===== config.mk =====
export PLATFORM = sky130hd
export DESIGN_NAME = irq_pend_agg
export DESIGN_NICKNAME = d
export VERILOG_FILES = /design/src/rtl/irqagg_pkg.sv /design/src/rtl/irqagg_slot.sv /design/src/rtl/irqagg_lvl_dec.sv /design/src/rtl/irqagg_pick.sv /design/src/rtl/irq_pend_agg.sv
export SDC_FILE = /design/constraint.sdc
export NUM_CORES = 1
export LEC_CHECK = 0
export BUFFER_PORTS_ARGS = -buffer_cell sky130_fd_sc_hd__buf_4
export CORE_MARGIN = 1.5
export CORE_UTILIZATION = 46
export CTS_CLUSTER_DIAMETER = 40
export DETAILED_ROUTE_END_ITERATION = 10
export GPL_TIMING_DRIVEN = 0
export PLACE_DENSITY = 0.87
export SETUP_SLACK_MARGIN = 0.15
export SLEW_MARGIN = 20
export SYNTH_ARGS = -nofsm -noshare
export SYNTH_HDL_FRONTEND = slang
export SYNTH_SLANG_ARGS = --single-unit

===== constraint.sdc =====
create_clock -name clk -period 7.3 [get_ports clk]
set_input_delay 0.73 -clock clk [delete_from_list [all_inputs] [get_ports clk]]
set_output_delay 0.73 -clock clk [all_outputs]
set_load 0.005 [all_outputs]

===== src/rtl/irqagg_pkg.sv =====
package irqagg_pkg;
    typedef enum logic {
        IRQ_QUIET  = 1'b0,
        IRQ_RAISED = 1'b1
    } irq_state_t;

    localparam logic [3:0] MASK_ALL = 4'hF;
endpackage


===== src/rtl/irqagg_slot.sv =====
module irqagg_slot #(
    parameter int                  NUM_EN   = 6,
    parameter int                  VEC_W    = 12,
    parameter logic [VEC_W-1:0]    VEC      = '0,
    parameter logic [NUM_EN-1:0]   COVER    = '0,
    parameter bit                  IS_CHAIN = 1'b0
) (
    input  logic              clk,
    input  logic              rst,
    input  logic              lvl_in,
    input  logic [NUM_EN-1:0] en_bits,
    input  logic              chain_hit,
    output logic              pend
);
    localparam int REQ_CNT  = $countones(COVER);
    localparam bit RESERVED = (VEC == '0) || (!IS_CHAIN && REQ_CNT == 0);

    logic asrt_q;
    logic en_ok_q;
    logic lvl_eff;
    logic en_eff;

    always_comb begin
        lvl_eff = IS_CHAIN ? chain_hit : lvl_in;
        en_eff  = IS_CHAIN ? chain_hit
                           : ($countones(en_bits & COVER) == REQ_CNT);
    end

    always_ff @(posedge clk) begin
        if (rst) begin
            asrt_q  <= 1'b0;
            en_ok_q <= 1'b0;
        end else begin
            if (lvl_eff != asrt_q) asrt_q <= lvl_eff;
            en_ok_q <= en_eff;
        end
    end

    assign pend = asrt_q & en_ok_q & !RESERVED;

    // a level equal to the stored state leaves it untouched
    assert_edge_only_R4: assert property (@(posedge clk) disable iff (rst)
        (!IS_CHAIN && lvl_in == asrt_q) |=> $stable(asrt_q));

    // reserved sources stay quiet
    assert_reserved_quiet_R10: assert property (@(posedge clk) disable iff (rst)
        RESERVED |-> !pend);
endmodule


===== src/rtl/irqagg_lvl_dec.sv =====
module irqagg_lvl_dec #(
    parameter int CHAIN_LEN = 4
) (
    input  logic                 clk,
    input  logic                 rst,
    input  logic [3:0]           code,
    output logic [CHAIN_LEN-1:0] hit
);
    logic [3:0] pos;

    always_comb begin
        pos = code ^ 4'hF;
        for (int i = 0; i < CHAIN_LEN; i++)
            hit[i] = (pos == 4'(i));
    end

    // at most one chain source selected
    assert_one_hot_R8: assert property (@(posedge clk) disable iff (rst)
        $onehot0(hit));

    // code 0 selects nothing
    assert_zero_clear_R8: assert property (@(posedge clk) disable iff (rst)
        (code == 4'h0) |-> (hit == '0));
endmodule


===== src/rtl/irqagg_pick.sv =====
module irqagg_pick #(
    parameter int                       NUM_SRC = 8,
    parameter int                       VEC_W   = 12,
    parameter logic [NUM_SRC*VEC_W-1:0] VECS    = '0
) (
    input  logic [NUM_SRC-1:0] pend,
    output logic               any,
    output logic [VEC_W-1:0]   code
);
    always_comb begin
        any  = 1'b0;
        code = '0;
        for (int i = NUM_SRC - 1; i >= 0; i--) begin
            if (pend[i]) begin
                any  = 1'b1;
                code = VECS[i*VEC_W +: VEC_W];
            end
        end
    end
endmodule


===== src/rtl/irq_pend_agg.sv =====
module irq_pend_agg #(
    parameter int                        NUM_SRC   = 8,
    parameter int                        NUM_EN    = 6,
    parameter int                        VEC_W     = 12,
    parameter int                        CHAIN_LEN = 4,
    parameter logic [NUM_SRC*VEC_W-1:0]  VECS  = {12'h360, 12'h340, 12'h320, 12'h300,
                                                  12'h260, 12'h000, 12'h220, 12'h200},
    parameter logic [NUM_SRC*NUM_EN-1:0] COVER = {6'd0, 6'd0, 6'd0, 6'd0,
                                                  6'd0, 6'b001000, 6'b000110, 6'b000011}
) (
    input  logic               clk,
    input  logic               rst,
    input  logic [NUM_SRC-1:0] src_lvl,
    input  logic [NUM_EN-1:0]  en_bits,
    input  logic [3:0]         lvl_code,
    input  logic               vreq,
    input  logic [3:0]         imask,
    output logic               irq,
    output logic               vec_valid,
    output logic [VEC_W-1:0]   vec_code
);
    import irqagg_pkg::*;

    localparam int CHAIN_BASE = NUM_SRC - CHAIN_LEN;
    localparam int CNT_W      = $clog2(NUM_SRC + 1);

    logic [CHAIN_LEN-1:0] chain_hit;
    logic [NUM_SRC-1:0]   pend;
    logic [NUM_SRC-1:0]   pend_q;
    logic [CNT_W-1:0]     cnt_d, cnt_q;
    logic                 pick_any;
    logic [VEC_W-1:0]     pick_code;
    irq_state_t           state_q, state_d;

    irqagg_lvl_dec #(.CHAIN_LEN(CHAIN_LEN)) u_dec (
        .clk(clk), .rst(rst), .code(lvl_code), .hit(chain_hit)
    );

    for (genvar g = 0; g < NUM_SRC; g++) begin : g_slot
        logic hit_g;
        if (g >= CHAIN_BASE) begin : g_chain
            assign hit_g = chain_hit[g - CHAIN_BASE];
        end else begin : g_plain
            assign hit_g = 1'b0;
        end
        irqagg_slot #(
            .NUM_EN(NUM_EN), .VEC_W(VEC_W),
            .VEC(VECS[g*VEC_W +: VEC_W]),
            .COVER(COVER[g*NUM_EN +: NUM_EN]),
            .IS_CHAIN(g >= CHAIN_BASE)
        ) u_slot (
            .clk(clk), .rst(rst), .lvl_in(src_lvl[g]), .en_bits(en_bits),
            .chain_hit(hit_g), .pend(pend[g])
        );
    end

    irqagg_pick #(.NUM_SRC(NUM_SRC), .VEC_W(VEC_W), .VECS(VECS)) u_pick (
        .pend(pend_q), .any(pick_any), .code(pick_code)
    );

    assign cnt_d = CNT_W'($countones(pend));

    always_comb begin
        state_d = state_q;
        unique case (state_q)
            IRQ_QUIET:  if (cnt_d != '0) state_d = IRQ_RAISED;
            IRQ_RAISED: if (cnt_d == '0) state_d = IRQ_QUIET;
            default:    state_d = IRQ_QUIET;
        endcase
    end

    always_ff @(posedge clk) begin
        if (rst) begin
            state_q <= IRQ_QUIET;
            pend_q  <= '0;
            cnt_q   <= '0;
        end else begin
            state_q <= state_d;
            pend_q  <= pend;
            cnt_q   <= cnt_d;
        end
    end

    always_ff @(posedge clk) begin
        if (rst) begin
            vec_valid <= 1'b0;
            vec_code  <= '0;
        end else if (vreq) begin
            if (imask == MASK_ALL || !pick_any) begin
                vec_valid <= 1'b0;
                vec_code  <= '0;
            end else begin
                vec_valid <= 1'b1;
                vec_code  <= pick_code;
            end
        end
    end

    always_comb irq = (state_q == IRQ_RAISED);

    assert_irq_count_R3: assert property (@(posedge clk) disable iff (rst)
        irq == (cnt_q != '0));

    assert_masked_none_R6: assert property (@(posedge clk) disable iff (rst)
        (vreq && imask == MASK_ALL) |=> (!vec_valid && vec_code == '0));

    assert_idle_none_R7: assert property (@(posedge clk) disable iff (rst)
        (vreq && pend_q == '0) |=> (!vec_valid && vec_code == '0));

    assert_valid_nonzero_R10: assert property (@(posedge clk) disable iff (rst)
        vec_valid |-> (vec_code != '0));
endmodule


* Word-level counts from Yosys, hierarchy flattened
Index checks and enable logic that the tools add are counted.
** Word-level totals
- Register bits after elaboration :: 34
- Input bits :: 25
- Output and inout port bits :: 14
- Logic and storage cells :: 70
** Cells by class
- Add/subtract/negate cells :: 7
- Equality and inequality tests :: 12
- Multiplexer cells :: 21
- Bitwise gates (word level) :: 8
- Reductions and logical operators :: 5
** Operator list (number)
- $mux 10 :: 8
- $eq 32x3->1 const B :: 2
- $mux 12 :: 1
- $mux 1 :: 11
- $add 1x1->2 :: 5
- $eq 4x2->1 const B :: 2
- $logic_not 4->1 :: 2
- $and 1x1->1 :: 6
- $ne 1x1->1 :: 6
- $add 2x3->4 :: 1
- $eq 4x1->1 const B :: 1
- $eq 4x4->1 const B :: 1
- $not 4->4 :: 1
- $reduce_bool 4->1 :: 1
- $add 2x2->3 :: 1
- $pmux 1 s2 :: 1
- $logic_not 1->1 :: 1
- $logic_or 1x1->1 :: 1
- $not 1->1 :: 1

* Longest topological paths before layout
Gate-level depths: netlist (run 1).
- Word-level depth :: 11
- Mapped depth :: 9
- Depth with buffers taken out :: 9

* Cells and area by module
Synthesis (run 1) repeated with hierarchy kept, for this count alone.
** Unflattened totals
- Cells, all modules :: 164
- Area, all modules :: 1564.0 µm²
** Modules (own cells, without submodules)
- irq_pend_agg :: times used 1, cells each 101, area an instance 978.4 µm², seq. area each 440.4 µm²
- irqagg_slot at g_slot[4].u_slot ... :: times used 4, cells each 5, area an instance 58.8 µm², seq. area each 40.0 µm²
- irqagg_pick :: times used 1, cells each 25, area an instance 160.2 µm², seq. area each 0.0 µm²
- irqagg_slot at g_slot[0].u_slot ... :: times used 2, cells each 5, area an instance 61.3 µm², seq. area each 40.0 µm²
- irqagg_lvl_dec :: times used 1, cells each 4, area an instance 45.0 µm², seq. area each 0.0 µm²
- irqagg_slot at g_slot[2].u_slot ... :: times used 2, cells each 2, area an instance 11.3 µm², seq. area each 0.0 µm²

* Least setup slack after synthesis (run 1)
OpenSTA, ideal clock, no wires.
- Kind :: flip-flop to flip-flop
- Start point :: register g_slot[1].u_slot.en_ok_q
- End point :: register state_q (netlist: irq)
- Setup time :: 128 ps
- Arrival :: 2308 ps
- Data required time :: 7172 ps
- Path slack :: 4864 ps
- Cell stages (with the launch flop) :: 10
- Path buffers :: 0
- Period minus slack after synthesis :: 2436 ps
- Cell sequence :: dfxtp_1 and2_1 fa_1 inv_1 fa_1 inv_1 ha_1 fa_1 nor3_1 nor2_1
** Between the ends
- Word-level cells in the longest chain between the ends :: 6
- Elaborated cells between the ends (all ways) :: 8
- Those cells by class :: add/sub: 2; mux: 3; bitwise: 1; reduce/logical: 2
** Ends and longest elaborated chain
- start, declared :: line irqagg_slot.sv:19 : logic en_ok_q;
- start signal, assigned :: line irqagg_slot.sv:35 : en_ok_q <= en_eff;
- $and 1x1->1 (*) :: line irqagg_slot.sv:39 : assign pend = asrt_q & en_ok_q & !RESERVED;
- via g_slot[1].u_slot.pend :: line irqagg_slot.sv:13 : output logic pend
- $add 1x1->2 (implied by the code) (*) :: line irq_pend_agg.sv:61 : assign cnt_d = CNT_W'($countones(pend));
- $add 2x3->4 (implied by the code) (*) :: line irq_pend_agg.sv:61
- $logic_not 4->1 / $reduce_bool 4->1 (equally long branches) :: line irq_pend_agg.sv:67, irq_pend_agg.sv:66
- $mux 1 (on tied branches) :: line irq_pend_agg.sv:67, irq_pend_agg.sv:66
- $pmux 1 s2 (*) :: line irq_pend_agg.sv:65 : unique case (state_q)
- end signal, assigned :: line irq_pend_agg.sv:78 : state_q <= state_d;
- end, declared :: line irq_pend_agg.sv:33 : irq_state_t state_q, state_d;
Mark *: on every way through the listed nets, which the timed path passes. The rest lies on a longest branch.
A chain may end at the register's enable or synchronous reset.

* Worst setup path after layout (run 1)
Same ends and word-level chain as after synthesis.

==> impl_metrics.csv, run 1 <==
group,metric,value,unit
hold_path,min_path_type,"register to register",
sta,post-route-min-period,2560,ps
worst_setup_path,path_common_cell,"fa_1",
clocking,post_cts_buffers,0,
grt,track_usage,0.134,
place,port_buffers,21,
clocking,clock-sinks,24,
layout,syn2layout_area_growth,28.2,%
floorplan,design.core.area,1960,µm²
sta,fmax,391,MHz
clocking,cts_root_buffer,"clkbuf_4",
layout,final_nets,154,
clocking,cts_tree,"built",
run,max_cap_viol_count,0,
synthesis,yosys_register_bits,24,
worst_setup_path,cp_top_family,"adder cells",
grt,antenna_found_initial,0,
clocking,cts_resized,0,
sta,clock_skew,2.48,ps
sta,rsz0062_at_grt,"false",
route,final_antenna_net_count,0,
clocking,clock_latency,320,ps
route,firstDrtPassIters,3,
power_and_ir_drop,p_per_area,200,nW/µm²
worst_setup_path,cpPeakStageDelay,540,ps
sta,slew_violations,0,
worst_setup_path,cp-start-kind,"register",
worst_setup_path,cp.arrival,2770,ps
floorplan,start_util,0.488,
grt,grt_max_degree,15,
route,post-route-drc-count,0,
place,dp_hpwl,1.15,mm
clocking,htreeDepth,1,
worst_setup_path,crit_path_end_kind,"register",
floorplan,rows,16,
route,vias_per_cell,4.62,
power_and_ir_drop,total_leakage_power,0.577,nW
synthesis,synthCells,92,
floorplan,die_w,48.6,µm
place,place_congestion,0.782,
synthesis,synth-edff-count,0,
power_and_ir_drop,max-vdd-ir-drop,0.142,mV
worst_setup_path,cp_num_buf_inv,2,
worst_setup_path,crit_required,7510,ps
worst_setup_path,slowest_stage,"fa_1",
layout,drive_gt1_frac,0.298,
grt,grt_pass1_wl,2.40,mm
route,num_vias,698,
worst_setup_path,crit_chain,"and2_1, fa_1, inv_1, fa_1, inv_1, ha_1, fa_1, nor3_1, nor2_1",
clocking,ctsHoldBuffers,0,
sta,hold_viol,0,
floorplan,die_h,48.6,µm
route,post_drt_wl_per_cell,9.24,µm
route,initialDrtViolationCount,1,
status,outcome,"finished, final reports clean",
floorplan,boundaryPins,39,
grt,grt_overflow,0,
synthesis,synth_warnings,0,
sta,setup_violations,0,
sta,fin_crit_sh,0.350,
clocking,clk_pin_slew,130,ps
power_and_ir_drop,power,246,µW
sta,tns,0,ps
worst_setup_path,critical_path_class,"register to register",
worst_setup_path,worstPathMaxFanout,2,
synthesis,async_flop_share,0,
layout,antenna_cells,0,
route,routed_wl,1.40,mm
grt,grt_pass1_vias,651,
synthesis,syn-cell-area,957,µm²
synthesis,synth_ff_type,"dfxtp_1",
synthesis,yosysUniqueCellTypes,26,
synthesis,syn_area_per_cell,10.4,µm²
floorplan,die-area,2360,µm²
synthesis,yosysSeqAreaShare,0.502,
clocking,cts_max_path_buffers,2,
clocking,cts_buffers,3,
## stage by stage
| step | area [µm²] | worst slack (ps) | instances | hold slack [ps] | utilization |
|---|---|---|---|---|---|
| after detailed placement | 1170 | 4710 | 147 | 462 | 0.599 |
| after global routing | 1230 | 4640 | 151 | 504 | 0.626 |
| after global placement | 1170 | 4780 | 147 | 458 | 0.599 |
| after floorplan | 983 | 4860 | 99 | 450 | - |
| final | 1230 | 4740 | 151 | 479 | 0.626 |
| after CTS | 1230 | 4700 | 151 | 482 | 0.626 |
## placed cells by master, fill, tap and decap left out, drive strengths merged, types with 2 or more instances in the layout
cell and n:
and2 4, nand2b 4, buf 29, dfxtp 24, and3b 3, nor2 9
inv 4, and3 2, a21oi 4, or4 2, nand2 4, fa 3
nand4 2, nor2b 6, nor3b 3, clkbuf 4, conb 8
## worst min-delay path, delay by kind of cell, from the launching register on
kind	cells	cell delay [ps]
flops	1	330
simple gates	1	60
compound gates	1	50
## cell usage after synthesis, types with 2 or more instances
cell type / n / area [µm²]
dfxtp_1: 24 / 480
nor2_1: 9 / 33.8
buf_4: 8 / 60.1
nor2b_1: 6 / 37.5
a21oi_1: 4 / 20.0
and2_1: 4 / 25.0
inv_1: 4 / 15.0
nand2_1: 4 / 15.0
nand2b_1: 4 / 25.0
and3b_1: 3 / 26.3
fa_1: 3 / 60.1
nor3b_1: 3 / 22.5
and3_1: 2 / 12.5
nand4_1: 2 / 12.5
## logic make-up (layout without fill, tap and decap cells)
family / after synthesis / in the layout / share of synthesized area
buffers and inverters: 13 / 38 / 0.0823
and+or+nand+nor: 42 / 42 / 0.261
AOI/OAI and AO/OA: 8 / 8 / 0.0745
DFF: 24 / 24 / 0.502
adders and majority gates: 4 / 4 / 0.0758
other: 1 / 8 / 0.00392
## report_power, final
part	internal [mW]	total [mW]	switching, mW
clock network	0.0556	0.0947	0.0391
registers	0.133	0.134	0.000515
logic	0.0107	0.0177	0.00703
total	0.199	0.246	0.0467
## cell type report
type,instances,area (µm²)
flip-flops and latches,24,480
clock inverters,1,30.0
fillers,187,734
well taps,27,33.8
plain buffers,9,63.8
multi-input cells,62,424
inverters,4,15.0
clock buffers,3,22.5
repair buffers,21,158
## sequential cells by signal (all words and copies together) (netlist names)
| register | cells |
|---|---|
| irq | 1 |
| g_slot.u_slot.en_ok_q | 6 |
| g_slot.u_slot.asrt_q | 6 |
| pend_q | 6 |
| vec_code | 4 |
| vec_valid | 1 |
## final timing paths
kind                       startpoint          end  slack [ps]  cells past startpoint
max          g_slot[1].u_slot.en_ok_q          irq        4740                      9
min                       vec_code[8]  vec_code[8]         480                      2
max reg2reg  g_slot[1].u_slot.en_ok_q          irq        4740                      9
min reg2reg               vec_code[8]  vec_code[8]         480                      2
## metal layers
metal | track usage | vias up | wire length, µm
li1 | - | 352 | -
met4 | 0.100 | 0 | 54
met2 | 0.265 | 30 | 750
met5 | 0 | - | 0
met1 | 0.111 | 309 | 485
met3 | 0.0309 | 7 | 104
No activity file was read; power rests on OpenSTA's default activity.
==> inputs of run 2 (changes only) <==
Settings changed: CORE_UTILIZATION 46 to 41, PLACE_DENSITY 0.87 to 0.82.
Clock period 7.3 ns to 2.3 ns, I/O delays scaled along.
==> run 2 against run 1 <==
  * The run now ends with negative setup slack left
  * Worst setup slack worse by 4900 ps
  * Clock-buffer cell count unchanged
  * Global-route usage down 1.6 points
  * Final cell count unchanged
  * Clock skew up 3.1 ps
  * Utilization down 8.2 points
  * Total power rose to 2.6 times the previous value
  * Combinational power rose to 3.2 times the previous value
  * Wire length down 3.5%
  * Critical endpoint unchanged
  * Largest cell class unchanged
  * Largest power group unchanged
==> impl_metrics.csv, run 2 (synthesis gave the netlist of run 1 again) <==
group,metric,value,unit
status,violations,"negative setup slack",
worst_setup_path,r2r_start,"g_slot[1].u_slot.asrt_q",
grt,grt_pass1_wl,2.19,mm
worst_setup_path,cp-start-kind,"register",
worst_setup_path,path_common_cell,"fa_1",
clocking,clock_latency,310,ps
sta,post-route-min-period,2470,ps
power_and_ir_drop,max-vdd-ir-drop,0.410,mV
floorplan,die-area,2630,µm²
layout,reg_top3,"g_slot.u_slot.asrt_q x6, g_slot.u_slot.en_ok_q x6, pend_q x6",
sta,worst_slack,-166,ps
floorplan,design.core.area,2210,µm²
layout,layout_common_cells,"29 x buf_4, 24 x dfxtp_1, 9 x nor2_1, 8 x conb_1, 6 x nor2b_1",
sta,clock_skew,5.63,ps
layout,drive_gt1_frac,0.309,
sta,rsz0062_at_grt,"true",
sta,hold_viol,0,
floorplan,rows,17,
grt,grt_pass1_vias,591,
floorplan,die_w,51.3,µm
route,final_antenna_net_count,0,
sta,timing.hold.ws,110,ps
route,vias_per_cell,4.51,
sta,fmax,406,MHz
route,firstDrtPassIters,4,
place,port_buffers,21,
place,place_congestion,0.734,
route,routed_wl,1.35,mm
worst_setup_path,critical_path_class,"register to register",
grt,antenna_found_initial,0,
route,initialDrtViolationCount,4,
floorplan,start_util,0.433,
layout,final_nets,154,
clocking,htreeDepth,1,
route,post-route-drc-count,0,
clocking,clock-sinks,24,
clocking,cts_buffers,3,
power_and_ir_drop,total_leakage_power,0.562,nW
hold_path,min_path_type,"primary input to register",
clocking,cts_tree,"built",
route,post_drt_wl_per_cell,8.91,µm
worst_setup_path,cpPeakStageDelay,530,ps
clocking,cts_root_buffer,"clkbuf_4",
place,place_ws,-180,ps
layout,final_common_cell,"buf_4",
layout,antenna_cells,0,
clocking,clk_pin_slew,110,ps
clocking,cts_max_path_buffers,2,
floorplan,boundaryPins,39,
sta,setup_violations,1,
worst_setup_path,crit_required,2500,ps
sta,slew_violations,0,
route,num_vias,681,
worst_setup_path,slowest_stage,"fa_1",
worst_setup_path,worstPathMaxFanout,2,
place,dp_hpwl,1.09,mm
floorplan,die_h,51.3,µm
worst_setup_path,cp.arrival,2660,ps
worst_setup_path,crit_path_start,"g_slot[1].u_slot.asrt_q",
layout,syn2layout_area_growth,25.8,%
worst_setup_path,crit_path_end_kind,"register",
run,max_cap_viol_count,0,
power_and_ir_drop,p_per_area,541,nW/µm²
worst_setup_path,crit_chain,"and2_4, fa_1, inv_1, fa_1, inv_1, ha_2, fa_1, nor3_1, nor2_1",
grt,track_usage,0.118,
clocking,ctsHoldBuffers,0,
grt,grt_max_degree,13,
status,outcome,"finished, violations left",
sta,fin_crit_sh,1.07,
hold_path,worstHoldStart,"lvl_code[1]",
grt,grt_overflow,0,
## run 2: report_power, final
group / internal [mW] / switching [mW] / total (mW)
Clock: 0.0612 / 0.110 / 0.172
Combinational: 0.0342 / 0.0219 / 0.0561
Sequential: 0.422 / 0.00183 / 0.424
Total: 0.518 / 0.134 / 0.652
## run 2: layer usage
metal / up-vias / track usage / part of all wire
met1: 299 / 0.104 / 0.38
li1: 355 / - / -
met4: 0 / 0.0789 / 0.025
met2: 22 / 0.227 / 0.53
met5: - / 0 / 0
met3: 5 / 0.0351 / 0.069
## run 2: area by class of cell
type                            count  area, µm²
Fill cell                         212       1010
Inverter                            4       15.0
Timing Repair Buffer               21        158
Multi-Input combinational cell     62        429
Sequential cell                    24        480
Buffer                              9       63.8
Tap cell                           28       35.0
Clock buffer                        3       22.5
## run 2: final timing paths
kind                                                end  slack [ps]  depth (start not counted)
worst max-delay path                                irq        -170                          9
worst min-delay path            g_slot[6].u_slot.asrt_q         110                          2
worst min register to register              vec_code[8]         480                          2
worst max register to register                      irq        -170                          9
## run 2: worst max-delay path, delay by kind of cell (launching register included)
family	cells	cell delay (ps)
adder cells (fa/ha/maj)	4	1610
AND/OR/NAND/NOR	3	340
flip-flops	1	310
buffers and inverters	2	100
## run 2: repair_timing
item                       CTS  global route
pin swaps                    1             0
buffers inserted             0             0
setup endpoints to repair    1             1
gates resized for setup      0             0
## run 2: per-stage QoR
| step | cell area (µm²) | cells | TNS, ps | power, mW | util |
|---|---|---|---|---|---|
| 2_1_floorplan | 988 | 99 | -67.8 | 0.461 | - |
| 3_3_place_gp | 1180 | 148 | -146 | 0.488 | 0.534 |
| 3_5_place_dp | 1180 | 148 | -180 | 0.490 | 0.534 |
| 4_1_cts | 1200 | 151 | -198 | 0.659 | 0.544 |
| 5_1_grt | 1200 | 151 | -271 | 0.681 | 0.544 |
| 6_report | 1200 | 151 | -166 | 0.652 | 0.544 |
==> inputs of run 3 (changes only) <==
Settings changed: PLACE_DENSITY 0.82 to 0.72.
==> run 3 against run 2 <==
  * The flow still finishes with violations (negative setup slack)
  * Final area is 0.42% higher
  * Combinational power rose by 2%
  * First-iteration DRC count shrank 25%
  * Via count shrank 0.44%
  * Non-clock buffer count stayed put
  * Sequential cell count unchanged
  * Worst hold slack improved by 11 ps
  * Clock power down 3%
  * Fmax rose by 0.90%
  * Critical endpoint unchanged
==> impl_metrics.csv, run 3 (synthesis gave the netlist of run 1 again) <==
group,metric,value,unit
power_and_ir_drop,total_leakage_power,0.563,nW
route,vias_per_cell,4.49,
worst_setup_path,crit_path_end_kind,"register",
clocking,cts_root_buffer,"clkbuf_4",
status,violations,"negative setup slack",
clocking,clk_pin_slew,110,ps
clocking,htreeDepth,1,
layout,syn2layout_area_growth,26.3,%
clocking,ctsHoldBuffers,0,
clocking,clock_latency,300,ps
grt,track_usage,0.119,
place,place_congestion,0.744,
route,num_vias,678,
worst_setup_path,critical_path_class,"register to register",
sta,clock_skew,4.30,ps
clocking,clock-sinks,24,
worst_setup_path,worstPathMaxFanout,2,
floorplan,rows,17,
sta,timing.hold.ws,121,ps
grt,grt_overflow,0,
place,dp_hpwl,1.08,mm
route,final_antenna_net_count,0,
clocking,cts_tree,"built",
route,routed_wl,1.35,mm
floorplan,die_w,51.3,µm
floorplan,die_h,51.3,µm
floorplan,boundaryPins,39,
grt,grt_pass1_wl,2.30,mm
layout,antenna_cells,0,
layout,reg_top3,"g_slot.u_slot.asrt_q x6, g_slot.u_slot.en_ok_q x6, pend_q x6",
layout,drive_gt1_frac,0.325,
clocking,cts_max_path_buffers,2,
grt,antenna_found_initial,0,
route,post-route-drc-count,0,
status,outcome,"finished, violations left",
sta,post-route-min-period,2440,ps
floorplan,design.core.area,2210,µm²
sta,hold_viol,0,
power_and_ir_drop,power,648,µW
hold_path,min_path_type,"primary input to register",
floorplan,start_util,0.433,
place,port_buffers,21,
sta,rsz0062_at_grt,"true",
power_and_ir_drop,max-vdd-ir-drop,0.382,mV
layout,layout_common_cells,"29 x buf_4, 24 x dfxtp_1, 9 x nor2_1, 8 x conb_1, 6 x nor2b_1",
power_and_ir_drop,p_per_area,536,nW/µm²
sta,fmax,409,MHz
sta,setup_violations,1,
sta,worst_slack,-144,ps
layout,final_nets,154,
route,initialDrtViolationCount,3,
floorplan,die-area,2630,µm²
route,firstDrtPassIters,3,
route,post_drt_wl_per_cell,8.91,µm
sta,slew_violations,0,
grt,grt_pass1_vias,604,
worst_setup_path,rrSetupSlack,-140,ps
sta,fin_crit_sh,1.06,
grt,grt_max_degree,13,
run,max_cap_viol_count,0,
clocking,cts_buffers,3,
place,placed_area,1180,µm²
worst_setup_path,cp-start-kind,"register",
worst_setup_path,crit_required,2490,ps
layout,fin_area,1210,µm²
worst_setup_path,cp.arrival,2630,ps
layout,final_common_cell,"buf_4",
-- run 3: cell counts in the layout (fill, tap and decap cells not counted) --
Identical to the previous run, type by type.
-- run 3: critical path, cell delays in order (launching register included) --
cell	delay, ps
dfxtp_1	320
and2_4	150
fa_1	550
inv_2	40
fa_1	470
inv_1	40
ha_2	160
fa_1	440
nor3_2	110
nor2_1	50
-- run 3: where the power goes --
| group | internal [mW] | switching [mW] | total (mW) |
|---|---|---|---|
| clock network | 0.0610 | 0.106 | 0.167 |
| logic | 0.0346 | 0.0224 | 0.0570 |
| registers | 0.422 | 0.00185 | 0.424 |
| total | 0.518 | 0.131 | 0.648 |
-- run 3: cell type report --
cell class | instances | area, µm²
Buffer | 9 | 63.8
Timing Repair Buffer | 21 | 158
Inverter | 4 | 15.0
Multi-Input combinational cell | 62 | 434
Clock buffer | 3 | 22.5
Sequential cell | 24 | 480
Tap cell | 28 | 35.0
Fill cell | 224 | 1000
-- run 3: final timing paths --
kind / cells past startpoint / start / end
hold reg to reg: 2 / vec_code[8] / vec_code[8]
setup reg to reg: 9 / g_slot[1].u_slot.en_ok_q / irq
setup / recovery: 9 / g_slot[1].u_slot.en_ok_q / irq
hold / removal: 2 / lvl_code[1] / g_slot[6].u_slot.en_ok_q
-- run 3: what timing repair did --
action                     in CTS  in global routing
gates cloned                    0                  0
setup buffers                   0                  0
resized for setup               0                  2
setup endpoints to repair       1                  1
-- run 3: through the flow --
step	setup WS (ps)	util	TNS [ps]	std cells
6_report	-144	0.546	-144	151
5_1_grt	-290	0.546	-290	151
4_1_cts	-170	0.544	-170	151
3_5_place_dp	-163	0.534	-163	148
3_3_place_gp	-154	0.534	-154	148
2_1_floorplan	-67.8	-	-67.8	99
-- run 3: per-layer routing --
layer | up-vias | part of all wire | global-route usage
met3 | 2 | 0.079 | 0.0351
met1 | 296 | 0.38 | 0.115
met4 | 0 | 0.0097 | 0.0658
met5 | - | 0 | 0
li1 | 355 | - | -
met2 | 25 | 0.53 | 0.223
